`src/rtl/cache_wr_err_inject.sv`:
```
module cache_wr_err_inject #(
  parameter int DATA_W = 64,
  parameter int ECC_W  = 8,
  parameter int TAG_W  = 24,
  parameter int REG_W  = 32,
  parameter int AW     = 2
) (
  input  logic              clk,
  input  logic              rst_n,
  input  logic              reg_wen,
  input  logic [AW-1:0]     reg_addr,
  input  logic [REG_W-1:0]  reg_wdata,
  output logic [REG_W-1:0]  reg_rdata,
  input  logic              arr_wr,
  input  logic [DATA_W-1:0] in_data,
  input  logic [ECC_W-1:0]  in_ecc,
  input  logic [TAG_W-1:0]  in_tag,
  input  logic              in_tag_par,
  output logic [DATA_W-1:0] out_data,
  output logic [ECC_W-1:0]  out_ecc,
  output logic [TAG_W-1:0]  out_tag,
  output logic              out_tag_par
);
  localparam int HALF    = DATA_W / 2;
  localparam int DEN_BIT = ECC_W;
  localparam int MIR_BIT = ECC_W + 1;
  localparam int TEN_BIT = 16;
  localparam logic [AW-1:0] A_CTRL = 0, A_LO = 1, A_HI = 2;

  logic [ECC_W-1:0] ecc_mask;
  logic             den, mir, ten;
  logic [HALF-1:0]  mask_lo, mask_hi;

  always_ff @(posedge clk or negedge rst_n) begin
    if (!rst_n) begin
      ecc_mask <= '0;
      den      <= 1'b0;
      mir      <= 1'b0;
      ten      <= 1'b0;
      mask_lo  <= '0;
      mask_hi  <= '0;
    end else if (reg_wen) begin
      case (reg_addr)
        A_CTRL: begin
          ecc_mask <= reg_wdata[ECC_W-1:0];
          den      <= reg_wdata[DEN_BIT];
          mir      <= reg_wdata[MIR_BIT];
          ten      <= reg_wdata[TEN_BIT];
        end
        A_LO:    mask_lo <= reg_wdata[HALF-1:0];
        A_HI:    mask_hi <= reg_wdata[HALF-1:0];
        default: ;
      endcase
    end
  end

  logic [REG_W-1:0] ctrl_view;
  always_comb begin
    ctrl_view          = '0;
    ctrl_view[ECC_W-1:0] = ecc_mask;
    ctrl_view[DEN_BIT] = den;
    ctrl_view[MIR_BIT] = mir;
    ctrl_view[TEN_BIT] = ten;
  end

  always_comb begin
    case (reg_addr)
      A_CTRL:  reg_rdata = ctrl_view;
      A_LO:    reg_rdata = REG_W'(mask_lo);
      A_HI:    reg_rdata = REG_W'(mask_hi);
      default: reg_rdata = '0;
    endcase
  end

  wire              inj_d   = arr_wr & den;
  wire [ECC_W-1:0]  ecc_src = (inj_d & mir) ? in_data[DATA_W-1 -: ECC_W] : in_ecc;

  assign out_data    = inj_d ? (in_data ^ {mask_hi, mask_lo}) : in_data;
  assign out_ecc     = inj_d ? (ecc_src ^ ecc_mask) : in_ecc;
  assign out_tag     = in_tag;
  assign out_tag_par = in_tag_par ^ (arr_wr & ten);
endmodule

```
`config.mk`:
```
export PLATFORM = sky130hd
export DESIGN_NAME = cache_wr_err_inject
export DESIGN_NICKNAME = d
export VERILOG_FILES = /design/src/rtl/cache_wr_err_inject.sv
export SDC_FILE = /design/constraint.sdc
export NUM_CORES = 1
export LEC_CHECK = 0
export BUFFER_PORTS_ARGS = -buffer_cell sky130_fd_sc_hd__buf_2
export CORE_AREA = 2 2 101 103
export DETAILED_ROUTE_END_ITERATION = 12
export DIE_AREA = 0 0 103 105
export GPL_TIMING_DRIVEN = 0
export PLACE_DENSITY = 0.85
export SLEW_MARGIN = 5
export SYNTH_ARGS = -nofsm -noshare
export SYNTH_HDL_FRONTEND = slang
export SYNTH_SLANG_ARGS = --single-unit
```
`constraint.sdc`:
```
create_clock -name clk -period 3.35 [get_ports clk]
set_input_delay 0.1675 -clock clk [delete_from_list [all_inputs] [get_ports clk]]
set_output_delay 0.1675 -clock clk [all_outputs]
set_load 0.1 [all_outputs]
```
Yosys cells after proc, flatten, opt, wreduce, memory -nomap -nowiden
Cells that the tools add are included.
Widths: inputs -> output; s select.
{ "word_totals": {"regBits": 75, "inputBits": 135, "out_inout_bits": 129, "word_cells": 22} }
{ "op_classes": {"eq_ne": 2, "n_mux": 4, "n_bitwise": 6, "reduce_logical": 4} }
{ "ops": {"columns": ["operator", "n"], "rows": [
  ["$pmux 32 s3", 1],
  ["$mux 64", 1],
  ["$xor 64x64->64", 1],
  ["$mux 8", 2],
  ["$xor 8x8->8", 1],
  ["$reduce_and 2->1", 3],
  ["$and 1x1->1", 3],
  ["$eq 2x1->1 const B", 1],
  ["$eq 2x2->1 const B", 1],
  ["$logic_not 2->1", 1],
  ["$xor 1x1->1", 1]
]} }

Longest topological paths before layout
Gate-level depths: netlist (run 1).
{ "depth": {"ltp_word": 5, "ltp_mapped": 6, "depth_no_buf": 3} }

Worst setup path before layout (run 1)
Ideal clock, no wire load.
{ "synth_path": {"kind": "register to output", "start": "register mir", "end": "output port reg_rdata[9]", "t_arrival_ns": 3.021, "t_required_ns": 3.182, "setup_slack_ns": 0.161, "path_stages_with_launch": 5, "n_path_buf": 2, "path_cell_list": "dfrtp_1 -> clkbuf_1 -> clkbuf_1 -> mux2i_1 -> o21ai_0"} }
{ "synth_between": {"elab_chain_cells": 1} }
{ "synth_rtl": {"columns": ["item", "line", "text"], "rows": [
  ["from (decl)", "31", "logic den, mir, ten;"],
  ["from (signal assigned)", "47", "mir <= reg_wdata[MIR_BIT];"],
  ["$pmux 32 s3", "67", "case (reg_addr)"],
  ["to (decl)", "13", "output logic [REG_W-1:0] reg_rdata,"]
]} }
Every way passes these cells.

Final worst setup path (run 1)
Same ends and word-level chain as after synthesis.

==> results of run 1 <==
## path summary, 6_finish.rpt
kind                                    start  slack [ns]            to  cells after the start
worst max-delay path                      mir        0.89  reg_rdata[9]                      5
worst min-delay path            reg_wdata[29]        0.05   mask_lo[29]                      2
worst max register to register            mir        1.85           mir                      3
worst min register to register    mask_lo[29]        0.54   mask_lo[29]                      1
max in group asynchronous               rst_n        2.43    mask_lo[0]                      3
min in group asynchronous               rst_n        0.34   mask_hi[18]                      2
## cell usage in the layout, fill, tap and decap left out, drive strengths merged
master,instances
buf,282
nand2,85
dfrtp,75
mux2,75
xnor2,73
a22o,21
clkbuf,21
o21ai,19
mux2i,11
inv,8
a21o,8
a32o,8
diode,3
nor2b,2
clkinv,2
and2,1
nand3b,1
nor3b,1
bufinv,1
clkinvlp,1
dlygate4sd3,1
## synth_stat cells (all sizes together)
library cell and number:
nor2b 2, dfrtp 75, nand2 85, mux2 75, buf 43, a21o 8, nor3b 1, inv 8
nand3b 1, a32o 8, mux2i 11, o21ai 19, a22o 21, and2 1, clkbuf 9, xnor2 73
## cell families after synthesis
| group | Yosys count | share of synthesized area |
|---|---|---|
| flops | 75 | 0.407 |
| buf+inv | 60 | 0.0777 |
| mux | 86 | 0.207 |
| xor+xnor | 73 | 0.139 |
| compound gates | 56 | 0.0910 |
| simple gates | 90 | 0.0782 |
## power groups by stage
stage | clock (mW) | combinational (mW) | sequential [mW]
after detailed placement | 0 | 2.49 | 1.25
after CTS | 0.750 | 2.49 | 1.23
final | 0.743 | 2.49 | 1.23
after global routing | 0.795 | 2.57 | 1.25
after global placement | 0 | 2.45 | 1.23
after floorplan | 0 | 2.08 | 1.19
## critical path, cell delays in order (launching register included)
cell,delay [ns]
dfrtp_1,0.33
clkbuf_1,0.37
clkbuf_1,0.48
mux2i_1,0.13
o21ai_0,0.18
buf_2,0.45
## layer usage
metal	routed length, um	track usage	share of wire
met5	0	0	0
met4	237	0.0874	0.016
met3	1230	0.0595	0.083
met2	8000	0.489	0.54
met1	5360	0.301	0.36
## per-stage QoR
| step | worst slack [ns] | instance area (sq um) | hold WS (ns) |
|---|---|---|---|
| 6_report | 0.895 | 6220 | 0.0483 |
| 2_1_floorplan | 0.161 | 4610 | -0.128 |
| 3_3_place_gp | 1.31 | 5970 | 0.411 |
| 5_1_grt | 0.738 | 6220 | 0.0416 |
| 4_1_cts | 0.870 | 6210 | 0.0448 |
| 3_5_place_dp | 1.26 | 5990 | 0.175 |
## state kept, by name, summed over array words and instances (netlist names)
| signal | cells |
|---|---|
| mask_hi | 32 |
| mask_lo | 32 |
| den | 1 |
| ecc_mask | 8 |
| mir | 1 |
| ten | 1 |
## repair_timing
| item | CTS | global route |
|---|---|---|
| hold buffers | 1 | 0 |
| gates resized for setup | 0 | 0 |
| hold endpoints to repair | 37 | 0 |
## layout make-up
class / count / area share
multi-input combinational: 305 / 0.382
buffer: 52 / 0.0527
inverter: 8 / 0.00483
sequential: 75 / 0.302
clock inverter: 4 / 0.00765
antenna: 3 / 0.00121
clock buffer: 12 / 0.0266
timing repair buffer: 240 / 0.197
tap: 133 / 0.0268
==> flow_summary.yaml, run 1 <==
placement:
  placedCellCount: 812
  place_congestion: 0.846
  hpwl_um: 11500
  port_buffers: 238
synth:
  yosys_register_bits: 75
  synth_nets: 575
  seq_area_frac_synth: 0.407
  synth_cells: 440
  synth_cell_types: 20
  synth_largest_area_cell: "dfrtp_1"
  avgSynthCellArea_sq_um: 10.5
  ys_top_cells_by_area: "dfrtp_1 (41%), mux2_2 (18%), xnor2_1 (14%)"
  ys.warnings.count: 0
  netlist.area_leader.share: 0.407
  netlist_area_sq_um: 4610
die:
  die_w_um: 103
  core_sq_um: 9640
  pin_count: 264
  start_util: 0.478
  rows: 36
  die_y_um: 105
  dieArea_sq_um: 10800
clock_tree:
  clk_latency_ns: 0.34
  cts_setup_buffers: 0
  htreeDepth: 3
  cts_buffers: 9
  clock-sinks: 75
  cts.clk_slew.worst_paths_ns: 0.08
  clockBufferDepth: 2
  root_buffer: "clkbuf_8"
  cts_tree: "yes"
pwr:
  power.density_nw_per_um2: 718
  worst_ir_drop_vdd_mv: 0.496
  finalPower_mw: 4.46
  seqPwrFrac: 0.276
  switching_share: 0.549
  p_comb_frac: 0.558
  p_sw_mw: 2.45
  p_leak_nw: 3.08
  clockPowerShare: 0.167
  p_int_mw: 2.01
drt:
  routedWlPerCell_um: 17.8
  num_vias: 4291
  remaining_drc_errors: 0
  dr.pass1.iters: 5
  wl_um: 14800
  ant_nets: 0
  vias_per_cell: 5.16
  drt_iter0_drc: 133
setup_path:
  critPathArrivalTime_ns: 2.29
  worstPathRequired_ns: 3.18
  startpoint_type: "flip-flop"
  critPathKind: "reg -> out"
  end_kind: "output pin"
  worstPathMaxFanout: 10
global_routing:
  grt_max_degree: 39
  grt_use_total: 0.268
  grt_pass1_wl_um: 22000
  antenna_found_initial: 3
  grt_overflow: 0
  grt_pass1_vias: 4468
final_layout:
  drive_above_1_share: 0.536
  final_nets: 826
  n_fill_cell: 828
  seq_area_sq_um: 1880
  multiInputGateArea_sq_um: 2370
  fin_util: 0.645
  instances_no_fill: 832
  area_growth_pct: 34.9
sta:
  tightest_slew_ns: 0.633
  post-route-period-util: 0.733
  fmax_mhz: 407
  setup_violations: 0
  finalHoldViolCount: 0
  tns_ns: 0
  maxSlewViolCount: 0
  period_minus_slack_ns: 2.46
  slew-limit-headroom: 0.578
  fin_skew_ns: 0
  rsz0062_at_grt: "false"
run_status:
  status: "finished clean"
flow_run:
  maxCapViolations: 0
hold_path:
  hold_class: "in -> reg"
No activity file was read; power rests on OpenSTA's default activity.
==> run 2: changes to the inputs <==
- ABC_AREA: not set -> 1
- CORE_AREA: 2 2 101 103 -> 2 2 106 108
- DIE_AREA: 0 0 103 105 -> 0 0 108 110
- PLACE_DENSITY: 0.85 -> 0.79
- clock period: 3.35 -> 2.51 ns (I/O delays scaled with it)
==> run 2 against run 1 <==
Sequential share of layout area decreased by 2.8 points. Critical endpoint is now out_data[48]. Critical path type unchanged. Routed wire length decreased by 0.32%. Total power increased by 24%. Area after synthesis increased by 2.0%. Sequential cell count unchanged.
==> flow_summary.yaml, run 2 <==
global_routing:
  grt_max_degree: 44
  grt_use_total: 0.249
  grt_overflow: 0
  grt_pass1_vias: 4532
  grt_pass1_wl_um: 22700
  antenna_found_initial: 0
drt:
  dr.pass1.iters: 4
  ant_nets: 0
  remaining_drc_errors: 0
  num_vias: 4846
  drt_iter0_drc: 259
  wl_um: 14800
  vias_per_cell: 4.89
  routedWlPerCell_um: 14.9
clock_tree:
  cts_setup_buffers: 0
  cts.clk_slew.worst_paths_ns: 0.08
  clk_latency_ns: 0.33
  htreeDepth: 3
  post_cts_resized: 0
  cts_tree: "yes"
  clockBufferDepth: 2
  cts_buffers: 9
  root_buffer: "clkbuf_8"
  clock-sinks: 75
hold_path:
  holdPathEnd: "mask_hi[19]"
  hold_depth: 3
  hold_start: "reg_wdata[19]"
  hold_class: "in -> reg"
sta:
  worst_slack_ns: 0.269
  slew-limit-headroom: 0.540
  setup_violations: 0
  hold_ws_ns: 0.0369
  period_minus_slack_ns: 2.24
  post-route-period-util: 0.893
  rsz0062_at_grt: "false"
  tns_ns: 0
  finalHoldViolCount: 0
  fin_skew_ns: 0
  fmax_mhz: 446
  maxSlewViolCount: 0
  tightest_slew_ns: 0.689
setup_path:
  critPathArrivalTime_ns: 2.12
  worstPathMaxFanout: 10
  r2r-end: "den"
  rr_worst_depth: 3
  end_kind: "output pin"
  startpoint_type: "flip-flop"
  critPathKind: "reg -> out"
  rr_startpoint: "den"
  reg2reg_slack_ns: 1.48
  worstPathRequired_ns: 2.38
final_layout:
  final_common_cell: "buf_2"
  multiInputGateArea_sq_um: 2750
  top_regs: "mask_hi: 32 flops, mask_lo: 32 flops, ecc_mask: 8 flops"
  antenna_cells: 0
  instances_no_fill: 992
  n_fill_cell: 981
  drive_above_1_share: 0.468
  area_growth_pct: 45.6
  final_nets: 982
  final_area_sq_um: 6840
  seq_area_sq_um: 1880
  final_cell_mix: "buf_2 (251), nand2_1 (215), dfrtp_1 (75)"
placement:
  placed_cell_area_sq_um: 6560
  placedCellCount: 975
  port_buffers: 239
  place_congestion: 0.851
  dpl_worst_slack_ns: 0.594
  hpwl_um: 11500
die:
  dieArea_sq_um: 11900
  start_util: 0.439
  die_w_um: 108
  core_sq_um: 10700
  die_y_um: 110
  pin_count: 264
  rows: 38
synth:
  synth_edf_count: 0
  synth.most_common_cell: "nand2_1"
  synth_largest_area_cell: "dfrtp_1"
  netlist.area_leader.share: 0.399
  netlist_area_sq_um: 4700
  ys.warnings.count: 0
  synthFlopType: "dfrtp_1"
  seq_area_frac_synth: 0.399
  avgSynthCellArea_sq_um: 7.90
  synth_nets: 730
  ys_top_cells_by_area: "dfrtp_1 (40%), nand2_1 (17%), xnor2_1 (12%)"
  synth_top_cells_by_count: "nand2_1 (215), dfrtp_1 (75), xnor2_1 (63), inv_1 (45), o21ai_0 (43)"
  synth_cell_types: 20
  async_flop_share: 1.00
  yosys_register_bits: 75
  synth_cells: 595
run_status:
  status: "finished clean"
pwr:
  p_leak_nw: 3.85
  worst_ir_drop_vdd_mv: 0.481
  power.density_nw_per_um2: 812
flow_run:
  maxCapViolations: 0
==> run 2: cell count changes in the layout (fill, tap and decap cells not counted), sizes merged, moves of 10 or more <==
| cell | before | now |
|---|---|---|
| inv | 8 | 48 |
| mux2 | 75 | 0 |
| mux2i | 11 | 0 |
| nand2 | 85 | 218 |
| nand3 | 0 | 28 |
| o21ai | 19 | 75 |
| xnor2 | 73 | 63 |
==> run 2: stage by stage <==
| stage | power (mW) | util |
|---|---|---|
| 5_1_grt | 5.78 | 0.640 |
| 2_1_floorplan | 3.82 | - |
| 3_5_place_dp | 4.33 | 0.613 |
| 4_1_cts | 5.58 | 0.640 |
| 6_report | 5.56 | 0.640 |
| 3_3_place_gp | 4.30 | 0.611 |
==> run 2: kinds of logic (layout without fill, tap and decap cells) <==
family / Yosys count / after routing / synth area share
flops: 75 / 75 / 0.399
compound gates: 96 / 96 / 0.145
simple gates: 256 / 256 / 0.219
buf+inv: 103 / 360 / 0.115
xor+xnor: 65 / 65 / 0.121
==> run 2: cell type report <==
cell class	count	share of cell area
multi-input combinational	417	0.401
sequential	75	0.274
timing repair buffer	241	0.180
buffer	55	0.0528
inverter	48	0.0263
tap	140	0.0256
clock buffer	12	0.0227
clock inverter	4	0.0176
==> run 2: worst max path at each step <==
stage          startpoint      endpoint  slack (ns)  cells after the start
6_report              den  out_data[48]        0.27                      6
5_1_grt               den  out_data[48]        0.11                      6
4_1_cts               den  out_data[48]        0.21                      6
3_5_place_dp          den  out_data[48]        0.59                      6
3_3_place_gp          den  out_data[48]        0.59                      6
2_1_floorplan         den  out_data[56]        0.30                      4
==> run 2: worst max-delay path, stage by stage, from the launching register on <==
cell and delay (ns):
dfrtp_1 0.39, nand2_2 0.16, inv_2 0.19, buf_2 0.27
nand2_1 0.14, xnor2_2 0.17, buf_2 0.45
==> run 2: layer usage <==
metal | GRT usage | part of all wire | vias up
li1 | - | - | 2367
met1 | 0.318 | 0.40 | 2264
met2 | 0.435 | 0.51 | 205
met3 | 0.0476 | 0.086 | 10
met4 | 0.0705 | 0.0083 | 0
met5 | 0 | 0 | -
==> run 2: repair_timing <==
item,CTS,global route
hold endpoints to repair,32,0
endpoints found under the setup margin,0,0
hold buffers,1,0
==> run 2: report_power, final <==
part / leakage [nW] / switching, mW / internal, mW
Sequential: 0.936 / 0.176 / 1.40
Clock: 0.137 / 0.436 / 0.817
Combinational: 2.78 / 2.15 / 0.572
==> run 3: changes to the inputs <==
- CORE_AREA: 2 2 106 108 -> 2 2 112 114
- CTS_BUF_LIST: not set -> sky130_fd_sc_hd__clkbuf_16
- DIE_AREA: 0 0 108 110 -> 0 0 114 116
- PLACE_DENSITY: 0.79 -> 0.71
==> run 3 against run 2 <==
Via count is 0.19% higher. Sequential share of layout area shrank 0.17 points. Sequential power hardly changed. Utilization is 6.2 points lower. Setup slack better by 0.018 ns. Global-route usage shrank 1.8 points. Sequential cell count unchanged. First-iteration DRC count is 11% lower. Clock-buffer cell count down 3. Critical path depth did not move. Critical path type unchanged. Critical endpoint is now out_data[52]. Largest power group unchanged.
==> flow_summary.yaml, run 3 (synthesis results as in run 2) <==
setup_path:
  end_kind: "output pin"
  crit_slowest_cell: "buf_2"
  worstPathRequired_ns: 2.38
  worstPathMaxFanout: 10
  critPathArrivalTime_ns: 2.10
  slowest_delay_ns: 0.44
  startpoint_type: "flip-flop"
  crit_family: "buffers and inverters"
  critPathKind: "reg -> out"
  crit_top_cell: "buf_2"
  crit_chain: "nand2_2 -> inv_2 -> buf_2 -> nand2_1 -> xnor2_2 -> buf_2"
  crit_buf_inv: 3
drt:
  dr.pass1.iters: 5
  num_vias: 4855
  ant_nets: 0
  remaining_drc_errors: 0
  drt_iter0_drc: 231
  vias_per_cell: 4.86
  routedWlPerCell_um: 15.2
  wl_um: 15200
final_layout:
  final_area_sq_um: 6890
  area_growth_pct: 46.6
  final_nets: 982
  antenna_cells: 0
  drive_above_1_share: 0.466
  top_regs: "mask_hi: 32 flops, mask_lo: 32 flops, ecc_mask: 8 flops"
  final_cell_mix: "buf_2 (251), nand2_1 (215), dfrtp_1 (75)"
  final_common_cell: "buf_2"
global_routing:
  grt_max_degree: 39
  grt_overflow: 0
  grt_use_total: 0.231
  grt_pass1_wl_um: 23400
  antenna_found_initial: 0
  grt_pass1_vias: 4548
sta:
  post-route-period-util: 0.886
  hold_ws_ns: 0.0519
  slew-limit-headroom: 0.562
  maxSlewViolCount: 0
  tightest_slew_ns: 0.657
  period_minus_slack_ns: 2.22
  finalHoldViolCount: 0
  fmax_mhz: 450
  rsz0062_at_grt: "false"
  tns_ns: 0
  fin_skew_ns: 0
  setup_violations: 0
die:
  die_w_um: 114
  dieArea_sq_um: 13200
  start_util: 0.394
  core_sq_um: 11900
  pin_count: 264
  rows: 40
  die_y_um: 116
clock_tree:
  clockBufferDepth: 2
  cts_buffers: 9
  post_cts_resized: 0
  cts_tree: "yes"
  cts_setup_buffers: 0
  clock-sinks: 75
  root_buffer: "clkbuf_16"
  clk_latency_ns: 0.33
  cts.clk_slew.worst_paths_ns: 0.06
  htreeDepth: 3
pwr:
  power.density_nw_per_um2: 822
  finalPower_mw: 5.66
  p_leak_nw: 3.87
  p_comb_frac: 0.482
  p_sw_mw: 2.82
  seqPwrFrac: 0.279
  worst_ir_drop_vdd_mv: 0.369
  clockPowerShare: 0.239
  switching_share: 0.499
  p_int_mw: 2.83
placement:
  hpwl_um: 11700
  place_congestion: 0.829
  placed_cell_area_sq_um: 6570
  port_buffers: 239
run_status:
  status: "finished clean"
hold_path:
  hold_class: "in -> reg"
flow_run:
  maxCapViolations: 0
run 3: cell count changes in the layout (fill, tap and decap cells not counted), moves of 2 or more:
| cell | change |
|---|---|
| clkbuf_8 | -11 |
| clkinv_1 | +2 |
| clkbuf_16 | +9 |
| bufinv_16 | -2 |
run 3: final timing paths:
path	depth (start not counted)	endpoint	slack, ns	start
min reg2reg	2	mask_hi[6]	0.51	mask_hi[6]
min in group asynchronous	2	mask_lo[3]	0.31	rst_n
max	6	out_data[52]	0.29	den
min	3	mask_hi[23]	0.05	reg_wdata[23]
max in group asynchronous	3	ten	1.61	rst_n
max reg2reg	3	den	1.48	den
run 3: area by class of cell:
type                            count  area (sq um)
Timing Repair Buffer              241          1230
Clock buffer                        9           225
Clock inverter                      7          83.8
Buffer                             55           362
Tap cell                          147           184
Multi-Input combinational cell    417          2750
Inverter                           48           180
Sequential cell                    75          1880
Fill cell                        1106          5030
run 3: routing by layer:
layer  share of wire  wire length [um]  up-vias  global-route usage
li1                -                 -     2369                   -
met1            0.42              6340     2242               0.301
met2            0.49              7410      227               0.391
met3           0.086              1300       17              0.0539
met4          0.0089               135        0              0.0569
met5               0                 0        -                   0
run 3: timing repair:
item / CTS / global route
hold buffers: 1 / 0
endpoints found under the setup margin: 0 / 0
hold endpoints to repair: 37 / 0
run 3: power groups by stage:
stage | combinational, mW | sequential (mW) | clock, mW
finish | 2.73 | 1.58 | 1.35
global route | 2.86 | 1.61 | 1.41
CTS | 2.74 | 1.58 | 1.36
detailed placement | 2.74 | 1.60 | 0
global placement | 2.72 | 1.59 | 0
floorplan | 2.28 | 1.54 | 0
run 3: tightest hold or removal path: stages:
cell	delay, ns
buf_2	0.09
inv_1	0.07
o21ai_2	0.06
run 3: through the flow:
stage          setup slack [ns]   util  cells
6_report                  0.287  0.578    999
5_1_grt                   0.148  0.578    999
4_1_cts                   0.241  0.578    999
3_5_place_dp              0.611  0.551    982
3_3_place_gp              0.595  0.549    981
2_1_floorplan             0.297      -    595
